**config.mk**
```make
export PLATFORM = sky130hd
export DESIGN_NAME = flash_sector_writer
export DESIGN_NICKNAME = d
export VERILOG_FILES = /design/src/rtl/flash_sector_writer.sv
export SDC_FILE = /design/constraint.sdc
export NUM_CORES = 1
export LEC_CHECK = 0
export BUFFER_PORTS_ARGS = -buffer_cell sky130_fd_sc_hd__buf_2
export CORE_AREA = 2 2 66 75
export DETAILED_ROUTE_END_ITERATION = 6
export DIE_AREA = 0 0 68 77
export PLACE_DENSITY = 0.87
export SLEW_MARGIN = 20
export SYNTH_ARGS = -nofsm -noshare
export SYNTH_HDL_FRONTEND = slang
export SYNTH_SLANG_ARGS = --single-unit
```
**constraint.sdc**
```tcl
create_clock -name clk -period 4.9 [get_ports clk]
set_input_delay 0 -clock clk [delete_from_list [all_inputs] [get_ports clk]]
set_output_delay 0 -clock clk [all_outputs]
set_load 0.05 [all_outputs]
```
**src/rtl/flash_sector_writer.sv**
```systemverilog
module flash_sector_writer #(
  parameter int SECT_W       = 9,
  parameter int IDX_W        = 7,
  parameter int DATA_W       = 8,
  parameter int SETUP_CYC    = 2,
  parameter int PULSE_CYC    = 3,
  parameter int HOLD_CYC     = 1,
  parameter int READ_CYC     = 2,
  parameter int LOAD_GAP_CYC = 64,
  parameter int GAP_MARGIN   = 8,
  parameter int POLL_MAX     = 400
) (
  input  logic                     clk,
  input  logic                     rst_n,
  input  logic                     start,
  input  logic [SECT_W-1:0]        start_sector,
  output logic                     busy,
  output logic                     done,
  output logic                     err_starve,
  output logic                     err_timeout,
  input  logic                     in_valid,
  input  logic [DATA_W-1:0]        in_data,
  output logic                     in_ready,
  output logic [SECT_W+IDX_W-1:0]  fl_addr,
  output logic [DATA_W-1:0]        fl_dq_out,
  output logic                     fl_dq_oe,
  input  logic                     fl_dq_msb_in,
  output logic                     fl_ce_n,
  output logic                     fl_we_n,
  output logic                     fl_oe_n
);

  function automatic int imax(input int a, input int b);
    return (a > b) ? a : b;
  endfunction

  localparam int ADDR_W      = SECT_W + IDX_W;
  localparam int LAST_IDX    = (1 << IDX_W) - 1;
  localparam int GAP_BOUND   = LOAD_GAP_CYC - GAP_MARGIN;
  localparam int STALL_LIMIT = GAP_BOUND - HOLD_CYC - SETUP_CYC;
  localparam int PH_MAX      = imax(imax(SETUP_CYC, PULSE_CYC), imax(imax(HOLD_CYC, READ_CYC), STALL_LIMIT));
  localparam int PH_W        = $clog2(PH_MAX + 1);
  localparam int PL_W        = $clog2(POLL_MAX + 1);
  localparam int GAP_W       = $clog2(GAP_BOUND + 2) + 1;

  typedef enum logic [2:0] {S_IDLE, S_WAIT, S_SETUP, S_PULSE, S_HOLD, S_POLL} state_t;

  state_t              st;
  logic [SECT_W-1:0]   sect_q;
  logic [IDX_W-1:0]    idx_q;
  logic [DATA_W-1:0]   data_q;
  logic [PH_W-1:0]     ph_cnt;
  logic [PL_W-1:0]     poll_cnt;
  logic                done_q, starve_q, tmo_q;

  wire setup_end = ph_cnt == PH_W'(SETUP_CYC - 1);
  wire pulse_end = ph_cnt == PH_W'(PULSE_CYC - 1);
  wire hold_end  = ph_cnt == PH_W'(HOLD_CYC - 1);
  wire read_end  = ph_cnt == PH_W'(READ_CYC - 1);
  wire stall_end = ph_cnt == PH_W'(STALL_LIMIT - 1);
  wire last_byte = idx_q == IDX_W'(LAST_IDX);
  wire poll_hit  = read_end && (fl_dq_msb_in == data_q[DATA_W-1]);
  wire poll_out  = poll_cnt == PL_W'(POLL_MAX - 1);

  always_ff @(posedge clk) begin
    if (!rst_n) begin
      st       <= S_IDLE;
      sect_q   <= '0;
      idx_q    <= '0;
      data_q   <= '0;
      ph_cnt   <= '0;
      poll_cnt <= '0;
      done_q   <= 1'b0;
      starve_q <= 1'b0;
      tmo_q    <= 1'b0;
    end else begin
      done_q <= 1'b0;
      case (st)
        S_IDLE:
          if (start) begin
            sect_q   <= start_sector;
            idx_q    <= '0;
            ph_cnt   <= '0;
            starve_q <= 1'b0;
            tmo_q    <= 1'b0;
            st       <= S_WAIT;
          end
        S_WAIT:
          if (in_valid) begin
            data_q <= in_data;
            ph_cnt <= '0;
            st     <= S_SETUP;
          end else if (idx_q != '0) begin
            if (stall_end) begin
              starve_q <= 1'b1;
              done_q   <= 1'b1;
              st       <= S_IDLE;
            end else begin
              ph_cnt <= ph_cnt + 1'b1;
            end
          end
        S_SETUP:
          if (setup_end) begin
            ph_cnt <= '0;
            st     <= S_PULSE;
          end else ph_cnt <= ph_cnt + 1'b1;
        S_PULSE:
          if (pulse_end) begin
            ph_cnt <= '0;
            st     <= S_HOLD;
          end else ph_cnt <= ph_cnt + 1'b1;
        S_HOLD:
          if (hold_end) begin
            ph_cnt <= '0;
            if (last_byte) begin
              poll_cnt <= '0;
              st       <= S_POLL;
            end else begin
              idx_q <= idx_q + 1'b1;
              st    <= S_WAIT;
            end
          end else ph_cnt <= ph_cnt + 1'b1;
        S_POLL: begin
          poll_cnt <= poll_cnt + 1'b1;
          ph_cnt   <= read_end ? '0 : ph_cnt + 1'b1;
          if (poll_hit) begin
            done_q <= 1'b1;
            st     <= S_IDLE;
          end else if (poll_out) begin
            tmo_q  <= 1'b1;
            done_q <= 1'b1;
            st     <= S_IDLE;
          end
        end
        default: st <= S_IDLE;
      endcase
    end
  end

  wire loading = (st == S_SETUP) || (st == S_PULSE) || (st == S_HOLD);

  assign busy        = st != S_IDLE;
  assign done        = done_q;
  assign err_starve  = starve_q;
  assign err_timeout = tmo_q;
  assign in_ready    = st == S_WAIT;
  assign fl_addr     = {sect_q, idx_q};
  assign fl_dq_out   = data_q;
  assign fl_dq_oe    = loading;
  assign fl_ce_n     = !(loading || st == S_POLL);
  assign fl_we_n     = st != S_PULSE;
  assign fl_oe_n     = st != S_POLL;

  logic [GAP_W-1:0] gap_cnt;
  always_ff @(posedge clk) begin
    if (!rst_n) gap_cnt <= '0;
    else if (!fl_we_n) gap_cnt <= '0;
    else if (gap_cnt != '1) gap_cnt <= gap_cnt + 1'b1;
  end

  AST_IDLE_QUIET: assert property (@(posedge clk) disable iff (!rst_n)
    !busy |-> fl_ce_n && fl_we_n && fl_oe_n && !fl_dq_oe && !in_ready);
  AST_SECTOR_HOLD: assert property (@(posedge clk) disable iff (!rst_n)
    (busy && $past(busy)) |-> $stable(fl_addr[ADDR_W-1:IDX_W]));
  AST_WE_FRAME: assert property (@(posedge clk) disable iff (!rst_n)
    !fl_we_n |-> !fl_ce_n && fl_oe_n && fl_dq_oe);
  AST_PULSE_STABLE: assert property (@(posedge clk) disable iff (!rst_n)
    (!fl_we_n && $past(!fl_we_n)) |-> $stable(fl_addr) && $stable(fl_dq_out));
  AST_DATA_AT_RISE: assert property (@(posedge clk) disable iff (!rst_n)
    $rose(fl_we_n) |-> fl_dq_oe && !fl_ce_n && $stable(fl_dq_out));
  AST_READY_BUSY: assert property (@(posedge clk) disable iff (!rst_n)
    in_ready |-> busy && fl_we_n);
  AST_GAP_BOUND: assert property (@(posedge clk) disable iff (!rst_n)
    ($fell(fl_we_n) && fl_addr[IDX_W-1:0] != '0) |-> gap_cnt <= GAP_W'(GAP_BOUND));
  AST_POLL_BUS: assert property (@(posedge clk) disable iff (!rst_n)
    !fl_oe_n |-> fl_we_n && !fl_dq_oe && !fl_ce_n);
  AST_ERR_ONE: assert property (@(posedge clk) disable iff (!rst_n)
    !(err_starve && err_timeout));
  AST_DONE_PULSE: assert property (@(posedge clk) disable iff (!rst_n)
    done |=> !done);
  AST_DONE_IDLE: assert property (@(posedge clk) disable iff (!rst_n)
    done |-> !busy);

endmodule

```
==> summary by stage <==
Final layout
Relative to the synthesized area, the layout overhead comes to 24.8%. The final net count is about 380. The count of antenna diodes in the layout is 0. Once layout is complete, the utilization of the core stands at a little under two thirds.

The ratio of cells with drive above 1 in the final layout is 19.5%. Counting the fill cells in the layout gives ~380.

Place
Routability-driven placement finished with a final weighted congestion of 0.862. The count of buffers inserted at the top-level ports is 54. The HPWL after detailed placement is 3.77 mm.

Logic synthesis
The number of enable-type register cells in the synthesized netlist is 0. The number of nets produced by synthesis is between 300 and 400. Yosys printed 0 warnings. The portion of the post-synthesis area used by sequential elements is around two fifths.

The prevailing post-synth register cell is sky130_fd_sc_hd__dfxtp_1. The cell area after synthesis is around 0.0023 sq mm. In this run, distinct cell masters in the synthesized netlist total 45. The mean area per synthesized cell is between 8 and 9 sq um.

After synthesis, the share of flip-flops with an asynchronous set or reset is 0%. The number of cells produced by synthesis is between 200 and 300. Counting flops and latches in the post-synthesis netlist gives 45.

Setup path
Together, buffers and inverters on the worst path number 1. The peak per-stage delay on the critical path is ~550 ps. The setup check on the worst reg-to-reg path leaves a slack of around 2600 ps. The path type of the worst setup path is reg -> reg.

The worst register-to-register path has a depth of 7. The worst register-to-register path ends at poll_cnt[8]. The critical path goes through inv_1, ha_1, nor2b_1, nand3_1, o31a_1, or4_1, a21oi_1.

For the worst setup path, the data arrival time is between 2000 and 3000 ps. The startpoint of the worst-slack reg-to-reg timing path is ph_cnt[0]. On the critical path, the stage with the largest delay is an instance of sky130_fd_sc_hd__or4_1.

In this run the worst setup path begins at ph_cnt[0]. Of all nets on the critical path, the largest fanout is 16. The family of cells with the greatest summed delay on the critical path is simple AND/OR/NAND/NOR gates.

At the worst endpoint, the required time is 5140 ps. The worst setup path is launched from a flip-flop. STA classifies the critical path endpoint as a flip-flop.

Worst hold path
In this run the worst hold path is classified as in -> reg. The path with the worst hold slack has its endpoint at sect_q[3]. In this run the most critical hold path is launched from start. The count of cells along the worst hold path is 5.

Floorplan
The floorplan has 26 rows. The area inside the core boundary is ~0.0045 sq mm. The vertical extent of the die is between 70 and 80 um. The initial core utilization is ~51%.

The die outline width is roughly 68 um. In this run the count of I/O pins placed on the die edge is between 50 and 60. The area of the die is about 0.0052 sq mm.

GRT
The initial antenna violation count is 0. The number of global-route vias before repair is roughly 2200. Across every metal layer, demand over resource in global routing totals a little under a quarter. The peak-usage layer in the global routing report is met2.

The first-pass GRT wire length is 9.43 mm. Entering global routing, the biggest net connects 46 pins. The total overflow left after global routing is 0. In the global route stage, met3 resource usage came out at 6.16%. The routing usage on met1 is about 28%.

The met2 demand-to-capacity share in global routing is 37.2%.

Timing
The worst clock skew on the final layout is about 6.5 ps. The pin slew with the least headroom to its limit is between 800 and 900 ps. Based on the critical path, the design can be clocked at up to 442 MHz.

Setup repair after global routing left no endpoint under its margin. The number of pins exceeding their max-slew limit in the final report was 0. The shortest period the worst path allows is approximately 2300 ps. In the finished design, the share of the clock period the worst path needs comes to between 40 and 50%. Summed over all failing endpoints, the final setup total negative slack is 0 ps. Setup violations remaining at the end of the flow were counted as 0. Headroom to the max-slew limit came out at 40.8%. The hold violation count in the final report came to 0.

Clocking
The H-tree depth is 2. For this design, the CTS-stage hold fixing added 17 buffers. The maximum clock path buffer count is 2.

The clock tree root buffer cell is sky130_fd_sc_hd__clkbuf_8. The count of clock tree sinks is 45. The number of buffers added for setup after CTS is 0.

The number of resized instances in the post-cts repair step is 0. After clock tree synthesis, the clock-pin slew on the worst setup and hold paths is 90 ps. The TritonCTS clock tree is built. The source-to-sink clock delay at the later pin of the worst-skew pair is approximately 300 ps. Clock tree synthesis inserted a total of 5 buffers.

Flow run
The max-capacitance violation count is 0.

Route
After the first detailed-routing iteration, the DRC count stood at 111. The routed layout has ~2300 vias. Once detail routing completed, the nets flagged for antenna violations numbered 0. The detailed-route wire length per cell is between 10 and 15 um. The pre-antenna-repair detailed-routing pass consisted of 5 iterations. After detailed routing, the number of vias per cell comes to ~5.6. The remaining routing DRC violations is 0. The total length of routed wires is about 5.5 mm.

Run status
The run finished with clean final reports.

Pwr
In this run the static leakage power is approximately 1.2 nW. The largest voltage drop on the vdd net is approximately 0.32 mV. In this run the power density over the cells is just under 400 mW/mm^2.
-- where the power goes --
group          internal (mW)  switching [mW]
clock network          0.153           0.133
registers              0.398          0.0427
logic                  0.116           0.293
total                  0.667           0.469
-- worst max path at each step --
stage                     slack [ps]  cells past startpoint           to
after floorplan                 2290                      5    ph_cnt[5]
after global placement          2770                      7  poll_cnt[8]
after detailed placement        2650                      7  poll_cnt[8]
after CTS                       2640                      7  poll_cnt[8]
after global routing            2450                      7  poll_cnt[8]
final                           2640                      7  poll_cnt[8]
-- cells in the mapped netlist, drive strengths merged, types with 5 or more instances --
master / n / share of area (%)
ha: 7 / 3.8
o21ai: 13 / 2.8
nand3: 15 / 3.5
a21oi: 16 / 3.5
nand2: 51 / 8.3
clkbuf: 11 / 1.8
a21boi: 18 / 5.9
nand4: 5 / 1.4
or4: 5 / 1.6
dfxtp: 45 / 39
nand3b: 5 / 1.6
inv: 11 / 1.8
nor2: 11 / 2.1
or3: 10 / 2.9
o211ai: 7 / 2.3
-- state kept, by name, indices dropped and copies added (netlist names) --
name	cells
err_starve	1
idx_q	7
done	1
fl_dq_out	8
poll_cnt	9
ph_cnt	6
err_timeout	1
st	3
sect_q	9
-- through the flow --
step | std cells | instance area, sq um | setup slack (ps) | hold slack, ps | power, mW
2_1_floorplan | 283 | 2300 | 2290 | 145 | 0.753
3_3_place_gp | 379 | 2580 | 2770 | 252 | 0.832
3_5_place_dp | 379 | 2580 | 2650 | 259 | 0.842
4_1_cts | 404 | 2870 | 2640 | 168 | 1.13
5_1_grt | 404 | 2870 | 2450 | 209 | 1.19
6_report | 404 | 2870 | 2640 | 173 | 1.14
-- tightest hold or removal path: stages --
cell                       delay [ps]
sky130_fd_sc_hd__buf_2            100
sky130_fd_sc_hd__inv_1            110
sky130_fd_sc_hd__nor2_4            90
sky130_fd_sc_hd__nand2_1           60
sky130_fd_sc_hd__a21boi_0          60
-- logic make-up (layout without fill, tap and decap cells) --
group	after synthesis	in the layout	synth area share, %
AO/OA/AOI/OAI	74	74	21.4
XOR/XNOR	3	3	1.14
AND/OR/NAND/NOR	125	125	28.5
flip-flops	45	45	39.2
multiplexers	4	4	1.74
buffers and inverters	25	90	4.24
adder cells (fa/ha/maj)	7	7	3.81
-- final cells by class --
| class | count | area, sq um | area share [%] |
|---|---|---|---|
| clock buffer | 5 | 68.8 | 2.40 |
| clock inverter | 3 | 46.3 | 1.61 |
| inverter | 11 | 41.3 | 1.44 |
| multi-input combinational | 213 | 1300 | 45.4 |
| sequential | 45 | 901 | 31.4 |
| tap | 56 | 70.1 | 2.44 |
| timing repair buffer | 71 | 440 | 15.4 |
-- cell usage in the layout (no fill, tap or decap), types with 7 or more instances in the layout --
master	instances
sky130_fd_sc_hd__nand2_1	51
sky130_fd_sc_hd__ha_1	7
sky130_fd_sc_hd__nand3_1	14
sky130_fd_sc_hd__or3_1	9
sky130_fd_sc_hd__dfxtp_1	45
sky130_fd_sc_hd__nor2_1	10
sky130_fd_sc_hd__o211ai_1	7
sky130_fd_sc_hd__a21boi_0	18
sky130_fd_sc_hd__dlygate4sd3_1	17
sky130_fd_sc_hd__a21oi_1	16
sky130_fd_sc_hd__inv_1	11
sky130_fd_sc_hd__o21ai_0	13
sky130_fd_sc_hd__buf_2	54
-- metal layers --
| metal | routed length [um] | part of all wire (%) |
|---|---|---|
| met1 | 2280 | 41 |
| met2 | 2860 | 52 |
| met3 | 260 | 4.7 |
| met4 | 148 | 2.7 |
| met5 | 0 | 0 |
Note: power is estimated with default switching activity, not from simulation.
